`config.mk`:
```
export PLATFORM = sky130hd
export DESIGN_NAME = osc_timebase_ctrl
export DESIGN_NICKNAME = d
export VERILOG_FILES = /design/src/rtl/otc_pkg.sv /design/src/rtl/otc_regs.sv /design/src/rtl/otc_cpu_div.sv /design/src/rtl/otc_timebase.sv /design/src/rtl/osc_timebase_ctrl.sv
export SDC_FILE = /design/constraint.sdc
export NUM_CORES = 1
export LEC_CHECK = 0
export CORE_MARGIN = 8
export CORE_UTILIZATION = 30
export CTS_CLUSTER_DIAMETER = 50
export DETAILED_ROUTE_END_ITERATION = 8
export HOLD_SLACK_MARGIN = 0.08
export PLACE_DENSITY = 0.5
export SYNTH_ARGS = -nofsm -noshare
export SYNTH_HDL_FRONTEND = slang
export SYNTH_SLANG_ARGS = --single-unit
```
`constraint.sdc`:
```
create_clock -name clk -period 3 [get_ports clk]
set_clock_uncertainty 0.15 [all_clocks]
set_input_delay 0.3 -clock clk [delete_from_list [all_inputs] [get_ports clk]]
set_output_delay 0.3 -clock clk [all_outputs]
set_load 0.005 [all_outputs]
```
`src/rtl/otc_pkg.sv`:
```
package otc_pkg;

  // Control/status byte, bit 7 down to bit 0.
  typedef struct packed {
    logic       clk_out;   // 7
    logic [1:0] div_sel;   // 6:5
    logic       slow;      // 4
    logic [1:0] tb_sel;    // 3:2
    logic       ie;        // 1
    logic       flag;      // 0
  } ctl_t;

  // Divider count width covers the largest ratio (16).
  localparam int unsigned DIV_W = 4;

  function automatic logic [DIV_W-1:0] div_last(input logic [1:0] sel);
    return DIV_W'((2 << sel) - 1);
  endfunction

endpackage

```
`src/rtl/otc_regs.sv`:
```
module otc_regs
  import otc_pkg::*;
(
  input  logic       clk,
  input  logic       rst_n,
  input  logic       wr_en,
  input  logic [7:0] wr_data,
  input  logic       rd_en,
  input  logic       upd_ok,
  input  logic       ovf,
  output ctl_t       ctl,
  output logic       cfg_chg
);

  ctl_t cur_q, nxt;
  logic wr_acc, rd_acc;

  assign wr_acc = wr_en & upd_ok;
  assign rd_acc = rd_en & upd_ok;

  always_comb begin
    nxt     = cur_q;
    cfg_chg = 1'b0;
    if (wr_acc) begin
      nxt.clk_out = wr_data[7];
      nxt.div_sel = wr_data[6:5];
      nxt.slow    = wr_data[4];
      nxt.tb_sel  = wr_data[3:2];
      nxt.ie      = wr_data[1];
      cfg_chg     = (wr_data[6:4] != {cur_q.div_sel, cur_q.slow});
    end
    if (ovf)
      nxt.flag = 1'b1;
    else if (rd_acc)
      nxt.flag = 1'b0;
  end

  always_ff @(posedge clk or negedge rst_n) begin
    if (!rst_n) cur_q <= '0;
    else        cur_q <= nxt;
  end

  assign ctl = cur_q;

endmodule

```
`src/rtl/otc_cpu_div.sv`:
```
module otc_cpu_div
  import otc_pkg::*;
(
  input  logic       clk,
  input  logic       rst_n,
  input  logic       run,
  input  logic       slow,
  input  logic [1:0] div_sel,
  input  logic       restart,
  output logic       ce
);

  logic [DIV_W-1:0] cnt_q, cnt_d, last;
  logic             at_last;

  assign last    = div_last(div_sel);
  assign at_last = (cnt_q == last);

  always_comb begin
    cnt_d = cnt_q;
    if (restart)
      cnt_d = '0;
    else if (run && slow)
      cnt_d = at_last ? '0 : cnt_q + 1'b1;
  end

  always_ff @(posedge clk or negedge rst_n) begin
    if (!rst_n) cnt_q <= '0;
    else        cnt_q <= cnt_d;
  end

  assign ce = run & (~slow | at_last);

endmodule

```
`src/rtl/otc_timebase.sv`:
```
module otc_timebase #(
  parameter int unsigned CNT_W = 18,
  parameter int unsigned PER0  = 16000,
  parameter int unsigned PER1  = 32000,
  parameter int unsigned PER2  = 80000,
  parameter int unsigned PER3  = 200000
) (
  input  logic       clk,
  input  logic       rst_n,
  input  logic       run,
  input  logic [1:0] tb_sel,
  output logic       ovf
);

  localparam int unsigned NSEL = 4;

  logic [CNT_W-1:0] last_tab [NSEL];
  logic [CNT_W-1:0] cnt_q, cnt_d;
  logic [1:0]       act_q, act_d;

  for (genvar g = 0; g < NSEL; g++) begin : g_last
    localparam int unsigned PER = (g == 0) ? PER0 : (g == 1) ? PER1 :
                                  (g == 2) ? PER2 : PER3;
    assign last_tab[g] = CNT_W'(PER - 1);
  end

  always_comb begin
    cnt_d = cnt_q;
    act_d = act_q;
    ovf   = 1'b0;
    if (run) begin
      if (cnt_q == last_tab[act_q]) begin
        ovf   = 1'b1;
        cnt_d = '0;
        act_d = tb_sel;   // new selection only at period end
      end else begin
        cnt_d = cnt_q + 1'b1;
      end
    end
  end

  always_ff @(posedge clk or negedge rst_n) begin
    if (!rst_n) begin
      cnt_q <= '0;
      act_q <= '0;
    end else begin
      cnt_q <= cnt_d;
      act_q <= act_d;
    end
  end

endmodule

```
`src/rtl/osc_timebase_ctrl.sv`:
```
module osc_timebase_ctrl
  import otc_pkg::*;
#(
  parameter int unsigned CNT_W = 18,
  parameter int unsigned PER0  = 16000,
  parameter int unsigned PER1  = 32000,
  parameter int unsigned PER2  = 80000,
  parameter int unsigned PER3  = 200000
) (
  input  logic       clk,
  input  logic       rst_n,
  input  logic       wr_en_i,
  input  logic [7:0] wr_data_i,
  input  logic       rd_en_i,
  output logic [7:0] rd_data_o,
  input  logic       halt_i,
  input  logic       active_halt_i,
  output logic       cpu_ce_o,
  output logic       clk_out_en_o,
  output logic       irq_o
);

  logic [1:0] rs_q;
  logic       rst_sync_n;
  ctl_t       ctl;
  logic       cfg_chg, ovf, upd_ok, cnt_run;

  always_ff @(posedge clk or negedge rst_n) begin
    if (!rst_n) rs_q <= 2'b00;
    else        rs_q <= {rs_q[0], 1'b1};
  end
  assign rst_sync_n = rs_q[1];

  assign upd_ok  = ~halt_i & ~active_halt_i;
  assign cnt_run = ~halt_i & (~active_halt_i | ctl.ie);

  otc_regs u_regs (
    .clk     (clk),
    .rst_n   (rst_sync_n),
    .wr_en   (wr_en_i),
    .wr_data (wr_data_i),
    .rd_en   (rd_en_i),
    .upd_ok  (upd_ok),
    .ovf     (ovf),
    .ctl     (ctl),
    .cfg_chg (cfg_chg)
  );

  otc_cpu_div u_div (
    .clk     (clk),
    .rst_n   (rst_sync_n),
    .run     (upd_ok),
    .slow    (ctl.slow),
    .div_sel (ctl.div_sel),
    .restart (cfg_chg),
    .ce      (cpu_ce_o)
  );

  otc_timebase #(
    .CNT_W (CNT_W),
    .PER0  (PER0),
    .PER1  (PER1),
    .PER2  (PER2),
    .PER3  (PER3)
  ) u_tb (
    .clk    (clk),
    .rst_n  (rst_sync_n),
    .run    (cnt_run),
    .tb_sel (ctl.tb_sel),
    .ovf    (ovf)
  );

  assign rd_data_o    = ctl;
  assign clk_out_en_o = ctl.clk_out;
  assign irq_o        = ctl.flag & ctl.ie;

endmodule

```
# ---- Yosys cells after proc, flatten, opt, wreduce, memory -nomap -nowiden
# Cells that the tools add are included.
dict set report totals {
  register_bits 34
  inputBits 14
  output_inout_bits 11
  word_cells 46
}
dict set report op_classes {
  add_sub_neg 3
  order_cmp 1
  n_eq_ne 3
  shift 1
  n_mux 12
  n_bitwise 12
  reduce_logical 4
}
# operator count
set ops {}
lappend ops {{$mux 18} 3}
lappend ops {{$bmux 18 s2} 1}
lappend ops {{$add 18x1->18 const B} 1}
lappend ops {{$eq 18x18->1} 1}
lappend ops {{$mux 4} 3}
lappend ops {{$and 1x1->1} 6}
lappend ops {{$mux 1} 5}
lappend ops {{$add 4x1->4 const B} 1}
lappend ops {{$eq 4x4->1} 1}
lappend ops {{$reduce_bool 2->1} 2}
lappend ops {{$shl 2x2->4 const A} 1}
lappend ops {{$sub 4x2->4 const B} 1}
lappend ops {{$ge 3x3->1 const B} 1}
lappend ops {{$ne 3x3->1} 1}
lappend ops {{$not 1->1} 3}
lappend ops {{$not 2->3} 1}
lappend ops {{$or 1x1->1} 2}
lappend ops {{$reduce_and 2->1} 1}
lappend ops {{$logic_and 1x1->1} 1}

# ---- Logic depth before layout (Yosys ltp)
# Gate-level depths: netlist (run 1).
dict set report logic_depth {
  word_depth 8
  ltp_mapped 7
  depth_no_buf 6
}

# ---- Hierarchy
# Synthesis (run 1) repeated with hierarchy kept, for this count alone.
dict set report unflattened {
  hier_cells 180
  area_unflattened_um2 1861.8
}
# mod instances cells_per_inst area_each_um2 seq_area_each_um2
set by_module_without_submodules {}
lappend by_module_without_submodules {otc_timebase 1 122 1177.4 500.5}
lappend by_module_without_submodules {otc_regs 1 22 329.1 200.2}
lappend by_module_without_submodules {otc_cpu_div 1 28 270.3 100.1}
lappend by_module_without_submodules {osc_timebase_ctrl 1 8 85.1 50.0}

# ---- Worst setup path after synthesis (run 1)
# Ideal clock, no wire load.
dict set report synth_path {
  path_kind {register to register}
  startpoint {register u_tb.cnt_q[12]}
  endpoint {register u_tb.act_q[0]}
  setup_ns 0.128
  t_arrival_ns 1.837
  required_time_ns 2.722
  slack_ns 0.886
  path_stages_with_launch 6
  path_buffers 0
  synth_period_minus_slack_ns 2.114
  path_cell_list {dfrtp_1 > or4b_1 > mux2i_1 > nand3_2 > nor4_4 > mux2_1}
}
dict set report synth_between {
  elab_chain_cells 2
}
# element line_no
set synth_rtl {}
lappend synth_rtl {{from (decl)} otc_timebase.sv:18} ;# logic [CNT_W-1:0] cnt_q, cnt_d;
lappend synth_rtl {{from (signal assigned)} otc_timebase.sv:47} ;# cnt_q <= cnt_d;
lappend synth_rtl {{$eq 18x18->1} otc_timebase.sv:32} ;# if (cnt_q == last_tab[act_q]) begin
lappend synth_rtl {{$reduce_and 2->1 (no source line)} --}
lappend synth_rtl {{to (signal assigned)} otc_timebase.sv:48} ;# act_q <= act_d;
lappend synth_rtl {{to (decl)} otc_timebase.sv:19} ;# logic [1:0] act_q, act_d;
# Every way passes these cells.
# A chain may end at the register's enable or synchronous reset.

# ---- Worst setup path in the final report (run 1)
dict set report layout_path {
  startpoint {register u_regs.cur_q, in the netlist u_regs.ctl[6]}
  endpoint {output port cpu_ce_o}
}
dict set report layout_between {
  elab_chain_cells 5
}
# element line_no
set layout_rtl {}
lappend layout_rtl {{from (decl)} otc_regs.sv:15} ;# ctl_t cur_q, nxt;
lappend layout_rtl {{from (signal assigned)} otc_regs.sv:40} ;# else cur_q <= nxt;
lappend layout_rtl {{$shl 2x2->4} otc_pkg.sv:17} ;# return DIV_W'((2 << sel) - 1);
lappend layout_rtl {{$sub 4x2->4} otc_pkg.sv:17}
lappend layout_rtl {{$eq 4x4->1} otc_cpu_div.sv:17} ;# assign at_last = (cnt_q == last);
lappend layout_rtl {{$or 1x1->1} otc_cpu_div.sv:32} ;# assign ce = run & (~slow | at_last);
lappend layout_rtl {{$and 1x1->1} otc_cpu_div.sv:32}
lappend layout_rtl {{to (decl)} osc_timebase_ctrl.sv:18} ;# output logic cpu_ce_o,
# Every way passes these cells.

==> results.md, run 1 <==
- Status: completed
- Root Buffer: clkbuf_8
- Share of layout cells above drive strength 1: 10.2%
- CTS tree: yes
- Area Growth Syn to Fin: 23.0%
- Crit Path Max Fanout: 7
- Number of synthesized flops with an enable pin: 0
- Routed Antenna Nets: 0
- Fraction of registers with async set/reset: 100%
- ANT cells: 0
- Setup TNS: 0 ns
- Data required time of the worst path: 2.55 ns
- Register area: 851 µm²
- Syn Inst Count: 187
- Final worst path period need: 2.78 ns
- Pre-CTS setup slack: 0.481 ns
- Die area: 8850 µm²
- Post-synth top flop: dfrtp_1
- Top cells by count, synth: dfrtp_1, nand2_1, nor2_1, nand3_1, xor2_1
- Largest net degree at the start of global routing: 33
- Synthesized Nets: 203
- Clk slew on worst S/H paths: 0.07 ns
- Unrepaired setup endpoints after global routing: no
- Final setup fails: 0
- Power per Cell Area: 536 nW/µm²
- Top-area cell type share of the netlist area: 46.5%
- Initial antenna violation count: 0
- Via count: 1,424
- Worst setup SP type: register
- WHS: 0.107 ns
- Area of the multi-input gates: 931 µm²
- Starting Density: 30.9%
- Wirelength, routed: 4.13 mm
- Drt first pass iters: 4
- # rows: 28
- Max-cap check violation count: 0
- Max VDD drop: 0.220 mV
- Io pins: 25
- Synth warn: 0
- Core region area: 5920 µm²
- Worst-Margin Slew: 0.693 ns
- Syn_area_per_cell: 9.78 µm²
- Non-filler cells in the finished layout: 291
- Final setup margin: 0.224 ns
- Worst EP arrival: 2.33 ns
- Post-Syn Area: 1830 µm²
- IO Port Bufs: 23
- Top cells by area, synth: dfrtp_1, nand2_1, mux2_2, xor2_1, nor2_1
- Cts bufs inserted: 5
- Synth Register Bits: 34
- CP endpoint kind: primary output
- Die W: 94.1 µm
- DR WL/cell: 14.2 µm
- Distinct cells, synth: 47
- RePlAce Congestion: 0.791
- Clk_lat worst skew: 0.28 ns
- Final hold vios: 0
- H-Tree Depth: 2
- Max Fclk: 360 MHz
- Min-delay worst type: reg2async
- Leak: 0.917 nW
- Top-count cell post-synth: dfrtp_1
- Net count, final: 231
- Area leader, netlist: dfrtp_1
- Total grt overflow: 0
- Vias in the first global route: 1,416
- Inst Count DP: 282
- Post-CTS Setup Inserts: 0
- Crit Path Category: reg2out
- Sequential fraction of the synthesis area: 46.5%
- Initial DRC count: 77
- Overall Global Routing Usage: 10.3%
- Max Root-Sink Buffers: 2
- Die Ht: 94.1 µm
- Rel. slew slack: 53.5%
- Fill count: 606
- Vias per inst: 4.89
- First-pass GRT wire length: 7.15 mm
- DRC violations left: 0
- HPWL after DPL: 3.11 mm
- Final Cycle Share: 92.5%
- Sink Count: 34
- Slew Limit Fails: 0
[cells by family (layout without fill, tap and decap cells)]
| family | Yosys count | in the layout | share of synthesized area, % |
|---|---|---|---|
| muxes | 12 | 12 | 7.19 |
| buffers and inverters | 9 | 38 | 2.53 |
| AOI/OAI and AO/OA | 24 | 24 | 8.69 |
| DFF | 34 | 34 | 46.5 |
| and+or+nand+nor | 89 | 89 | 25.8 |
| adders and majority gates | 2 | 2 | 1.37 |
| other | 1 | 1 | 0.205 |
| xor gates and xnor gates | 16 | 16 | 7.67 |
[cell usage in the layout (no fill, tap or decap), types with 2 or more instances in the layout]
cell type	n
nor2_1	20
dfrtp_1	34
a31oi_1	2
and3_1	2
nor3_1	4
clkbuf_8	6
xnor2_1	7
xor2_1	9
mux2_2	7
ha_1	2
nor4_1	3
or4b_1	2
mux2_1	2
a211oi_1	2
nor2b_1	2
nand2b_1	2
nand3_1	11
o31ai_1	2
a21oi_1	2
clkdlybuf4s50_1	23
or3_1	2
mux2i_1	3
o21ai_1	3
buf_4	5
o21ai_0	5
nand4_1	6
and2_1	3
nand2_1	23
[flip-flops by register name, summed over array words and instances, names as in the netlist]
signal and count:
u_tb.cnt_q 18, u_regs.ctl 8, u_div.cnt_q 4, rs_q 2, u_tb.act_q 2
[worst max-delay path: stages (launching register included)]
cell,delay (ns)
dfrtp_1,0.45
or4b_1,0.54
a211oi_1,0.21
a41oi_1,0.12
a21boi_1,0.20
clkdlybuf4s50_1,0.52
[layer usage]
layer | wire length [µm] | up-vias | GRT usage, %
met4 | 77 | 0 | 4.36
met3 | 101 | 6 | 2.40
met1 | 2150 | 679 | 14.4
met2 | 1810 | 19 | 14.8
li1 | - | 720 | -
met5 | 0 | - | 0
[what timing repair did]
item,in CTS,in global routing
setup endpoints to repair,0,1
hold endpoints to repair,2,0
hold buffers,1,0
resized for setup,0,1
[where the power goes]
| part | internal [mW] | total, mW | switching [mW] |
|---|---|---|---|
| Sequential | 0.531 | 0.622 | 0.0908 |
| Combinational | 0.136 | 0.238 | 0.103 |
| Clock | 0.185 | 0.346 | 0.161 |
[area by class of cell]
class	count	share of cell area [%]
Multi-Input combinational cell	144	41.4
Sequential cell	34	37.8
Timing Repair Buffer	29	12.4
Tap cell	75	4.17
Clock buffer	7	3.84
Clock inverter	1	0.223
Inverter	1	0.167
[metrics by stage]
step | area, µm² | util, % | power [mW]
detailed placement | 2150 | 36.3 | 0.870
floorplan | 1830 | - | 0.765
global route | 2250 | 38.0 | 1.29
global placement | 2150 | 36.3 | 0.867
finish | 2250 | 38.0 | 1.21
CTS | 2250 | 38.0 | 1.22
[final timing paths]
path	start	to	slack, ns	cells past startpoint
max	u_regs.ctl[6]$_DFFE_PN0P_	cpu_ce_o	0.22	5
min reg2reg	rs_q[1]$_DFF_PN0_	u_tb.cnt_q[13]$_DFFE_PN0P_	0.11	1
min	rs_q[1]$_DFF_PN0_	u_tb.cnt_q[13]$_DFFE_PN0P_	0.11	1
min in group clk	rs_q[0]$_DFF_PN0_	rs_q[1]$_DFF_PN0_	0.20	0
max reg2reg	u_tb.cnt_q[12]$_DFFE_PN0P_	u_tb.act_q[0]$_DFFE_PN0P_	0.67	5
max in group asynchronous	rst_n	rs_q[0]$_DFF_PN0_	2.01	2
No activity file was read; power rests on OpenSTA's default activity.
==> run 2: changes to the inputs <==
Settings changed: ABC_AREA set to 1, PLACE_DENSITY 0.5 to 0.49, SYNTH_HIERARCHICAL set to 1.
Clock period 3 ns to 3.35 ns, I/O delays scaled along.
==> run 2 against run 1 <==
  * Combinational power rose by 11%
  * Routed wire length rose by 21%
  * Sequential share of layout area fell by 5.3 points
  * Global-route usage rose by 0.60 points
  * Hold slack improved by 0.014 ns
  * Clock-buffer cell count did not move
  * Critical path depth rose by 1
  * Worst setup slack improved by 0.78 ns
  * First-iteration DRC count rose by 19%
  * Synthesized cell count rose by 72%
  * Via count rose by 34%
  * Register-to-register slack improved by 0.74 ns
  * Highest routed layer unchanged
==> results.md, run 2 <==
- Starting Density: 30.5% (-0.33 points)
- Overall Global Routing Usage: 10.9% (+0.60 points)
- Slowest CP cell: clkdlybuf4s50_1
- First-pass GRT wire length: 8.79 mm (+23%)
- Syn_area_per_cell: 6.83 µm² (-30%)
- Max reg flops: 18 (unchanged)
- Data required time of the worst path: 2.86 ns (+0.31 ns)
- Net count, final: 362 (+57%)
- Synth warn: 6 (+6)
- Worst r2r src: u_regs/ctl[1]$_DFFE_PN0P_
- Max-cap check violation count: 0 (unchanged)
- Crit-path cells: nor2_1 -> nor2_1 -> nor2_1 -> nand3_2 -> a21boi_2 -> clkdlybuf4s50_1
- Fraction of registers with async set/reset: 100% (unchanged)
- Die area: 10,300 µm² (+16%)
- ANT cells: 0 (unchanged)
- R2R depth: 11 (+6)
- Max Fclk: 427 MHz
- Largest reg by FF count: u_tb/cnt_q
- Initial DRC count: 92 (+19%)
- Synth Register Bits: 34 (unchanged)
- Non-filler cells in the finished layout: 446 (+53%)
- Initial antenna violation count: 0 (unchanged)
- Post-layout util: 36.4% (-1.6 points)
- Post-synth top flop: dfrtp_1
- Inst Count DP: 437 (+55%)
- Wirelength, routed: 5.00 mm (+21%)
- Min-delay worst type: reg2async
- H-Tree Depth: 2 (unchanged)
- Area Growth Syn to Fin: 19.2%
- Buf/Inv on CP: 1 (unchanged)
- Post-CTS Setup Inserts: 0 (unchanged)
- Via count: 1,911 (+34%)
- Io pins: 25 (unchanged)
- Post-CTS resize count: 0 (unchanged)
- Worst path max stage delay: 0.51 ns (-0.03 ns)
- Crit Path Max Fanout: 10 (+3)
- Most frequent CP cell: nor2_1
- Max VDD drop: 0.298 mV (+35%)
- Pre-CTS setup slack: 0.952 ns (+0.471 ns)
- Final hold vios: 0 (unchanged)
- Most common cell after layout, fill and taps aside: nand2_1
- RePlAce Congestion: 0.864 (+9.3%)
- DR WL/cell: 11.2 µm (-21%)
- Status: completed
- Final worst path period need: 2.34 ns
- Unrepaired setup endpoints after global routing: no
- Total grt overflow: 0 (unchanged)
- Slew Limit Fails: 0 (unchanged)
- HPWL after DPL: 3.81 mm (+23%)
- Top-area cell type share of the netlist area: 38.8% (-7.7 points)
- Number of synthesized flops with an enable pin: 0 (unchanged)
- Routed Antenna Nets: 0 (unchanged)
- Die W: 101 µm (+7.9%)
- Post-Syn Area: 2190 µm² (+20%)
- DRC violations left: 0 (unchanged)
- Final setup fails: 0 (unchanged)
- Top cells by area, synth: dfrtp_1, nand2_1, inv_1, nor2_1, nand3_1
- Area leader, netlist: dfrtp_1
- Die Ht: 101 µm (+7.9%)
- Core region area: 7180 µm² (+21%)
- Final Cycle Share: 69.9%
- Vias in the first global route: 1,860 (+31%)
- Drt first pass iters: 4 (unchanged)
- Max Root-Sink Buffers: 2 (unchanged)
- Top cells by count, synth: nand2_1, inv_1, nor2_1, dfrtp_1, nand3_1
- Clk_lat worst skew: 0.29 ns (about the same)
- Share of layout cells above drive strength 1: 11.2% (+1.1 points)
- Most frequent cells in the layout: nand2_1, inv_1, nor2_1, dfrtp_1, nand3_1
- Root Buffer: clkbuf_8
- Cts bufs inserted: 5 (unchanged)
- Largest net degree at the start of global routing: 33 (unchanged)
- Leak: 1.33 nW (+45%)
- # rows: 31 (+11%)
- Critical path's top delay family: buffers and inverters
- FF-to-FF End: u_tb/cnt_q[11]$_DFFE_PN0P_
- CP endpoint kind: primary output
- Final setup margin: 1.01 ns (+0.785 ns)
- Sequential fraction of the synthesis area: 38.8% (-7.7 points)
- Setup TNS: 0 ns (unchanged)
- CTS tree: yes
- Vias per inst: 4.28 (-12%)
- Synthesized Nets: 337 (+66%)
- Clk slew on worst S/H paths: 0.07 ns (about the same)
- Crit Path Category: reg2out
- Syn Inst Count: 321 (+72%)
- Power per Cell Area: 435 nW/µm² (-19%)
- IO Port Bufs: 23 (unchanged)
- Distinct cells, synth: 30 (-36%)
- Sink Count: 34 (unchanged)
- Worst EP arrival: 1.86 ns (-0.47 ns)
- R2r setup slk: 1.41 ns (+0.74 ns)
- Worst setup SP type: register
- Top-count cell post-synth: nand2_1
==> run 2: cell types whose count changed in the layout (fill, tap and decap cells not counted), sizes merged, moves of 3 or more <==
| cell | previous run | this run |
|---|---|---|
| a21oi | 2 | 7 |
| nand3 | 12 | 27 |
| mux2 | 9 | 0 |
| and2 | 4 | 0 |
| mux2i | 3 | 0 |
| inv | 1 | 50 |
| nand2 | 23 | 109 |
| buf | 5 | 1 |
| nor2 | 20 | 48 |
| xnor2 | 7 | 4 |
| nor4 | 5 | 0 |
==> run 2: cell type report <==
cell class	count	area, µm²
fillers	789	4560
repair buffers	25	248
multi-input cells	229	1100
clock buffers	7	86.3
flip-flops and latches	34	851
well taps	99	124
inverters	51	199
clock inverters	1	5.00
==> run 2: worst max-delay path by stage <==
stage	from	endpoint	slack, ns	cells past startpoint
floorplan	u_tb/cnt_q[0]$_DFFE_PN0P_	u_tb/cnt_q[14]$_DFFE_PN0P_	1.72	10
global placement	halt_i	u_tb/cnt_q[11]$_DFFE_PN0P_	0.94	13
detailed placement	halt_i	u_tb/cnt_q[11]$_DFFE_PN0P_	0.95	13
CTS	u_regs/ctl[6]$_DFFE_PN0P_	cpu_ce_o	0.98	6
global route	u_regs/ctl[6]$_DFFE_PN0P_	cpu_ce_o	0.86	6
finish	u_regs/ctl[6]$_DFFE_PN0P_	cpu_ce_o	1.01	6
==> run 2: cells by family after synthesis <==
family | count (synthesis) | share of synthesized area [%]
flip-flops | 34 | 38.8
other | 1 | 0.171
adder cells (fa/ha/maj) | 2 | 1.14
AO/OA/AOI/OAI | 19 | 5.08
buffers and inverters | 58 | 11.0
AND/OR/NAND/NOR | 194 | 38.6
XOR/XNOR | 13 | 5.19
==> run 2: timing repair <==
item | 4_1_cts | 5_1_grt
hold endpoints to repair | 2 | 0
endpoints found under the setup margin | 0 | 0
hold buffers | 1 | 0
==> run 2: power by group <==
part	leakage, nW	internal, mW	switching, mW	total, mW
combinational	0.877	0.129	0.135	0.264
sequential	0.407	0.477	0.0821	0.559
clock	0.0482	0.166	0.148	0.314
==> run 2: per-layer routing <==
metal | share of wire (%) | wire length (µm) | track usage [%]
met4 | 1.3 | 63 | 3.44
met3 | 2.5 | 126 | 3.37
met5 | 0 | 0 | 0
met2 | 47 | 2360 | 18.0
met1 | 49 | 2450 | 13.2
==> run 2: metrics by stage <==
step                cell area (µm²)  power (mW)  hold WS (ns)
floorplan                      2190       0.738        -0.111
global placement               2510       0.829         0.135
detailed placement             2510       0.833         0.140
CTS                            2610        1.16         0.141
global route                   2610        1.23         0.174
finish                         2610        1.14         0.121
==> run 2: worst reg2reg max path, cell delays in order, from the launching register on <==
cell and delay (ns):
dfrtp_1 0.38, nand2_1 0.06, nand2_1 0.33, nand4_1 0.23, nor2_1 0.24, nand2_1 0.12
nor2_1 0.10, nand2_1 0.05, nand2_1 0.05, inv_1 0.03, nand2_1 0.05, inv_1 0.04
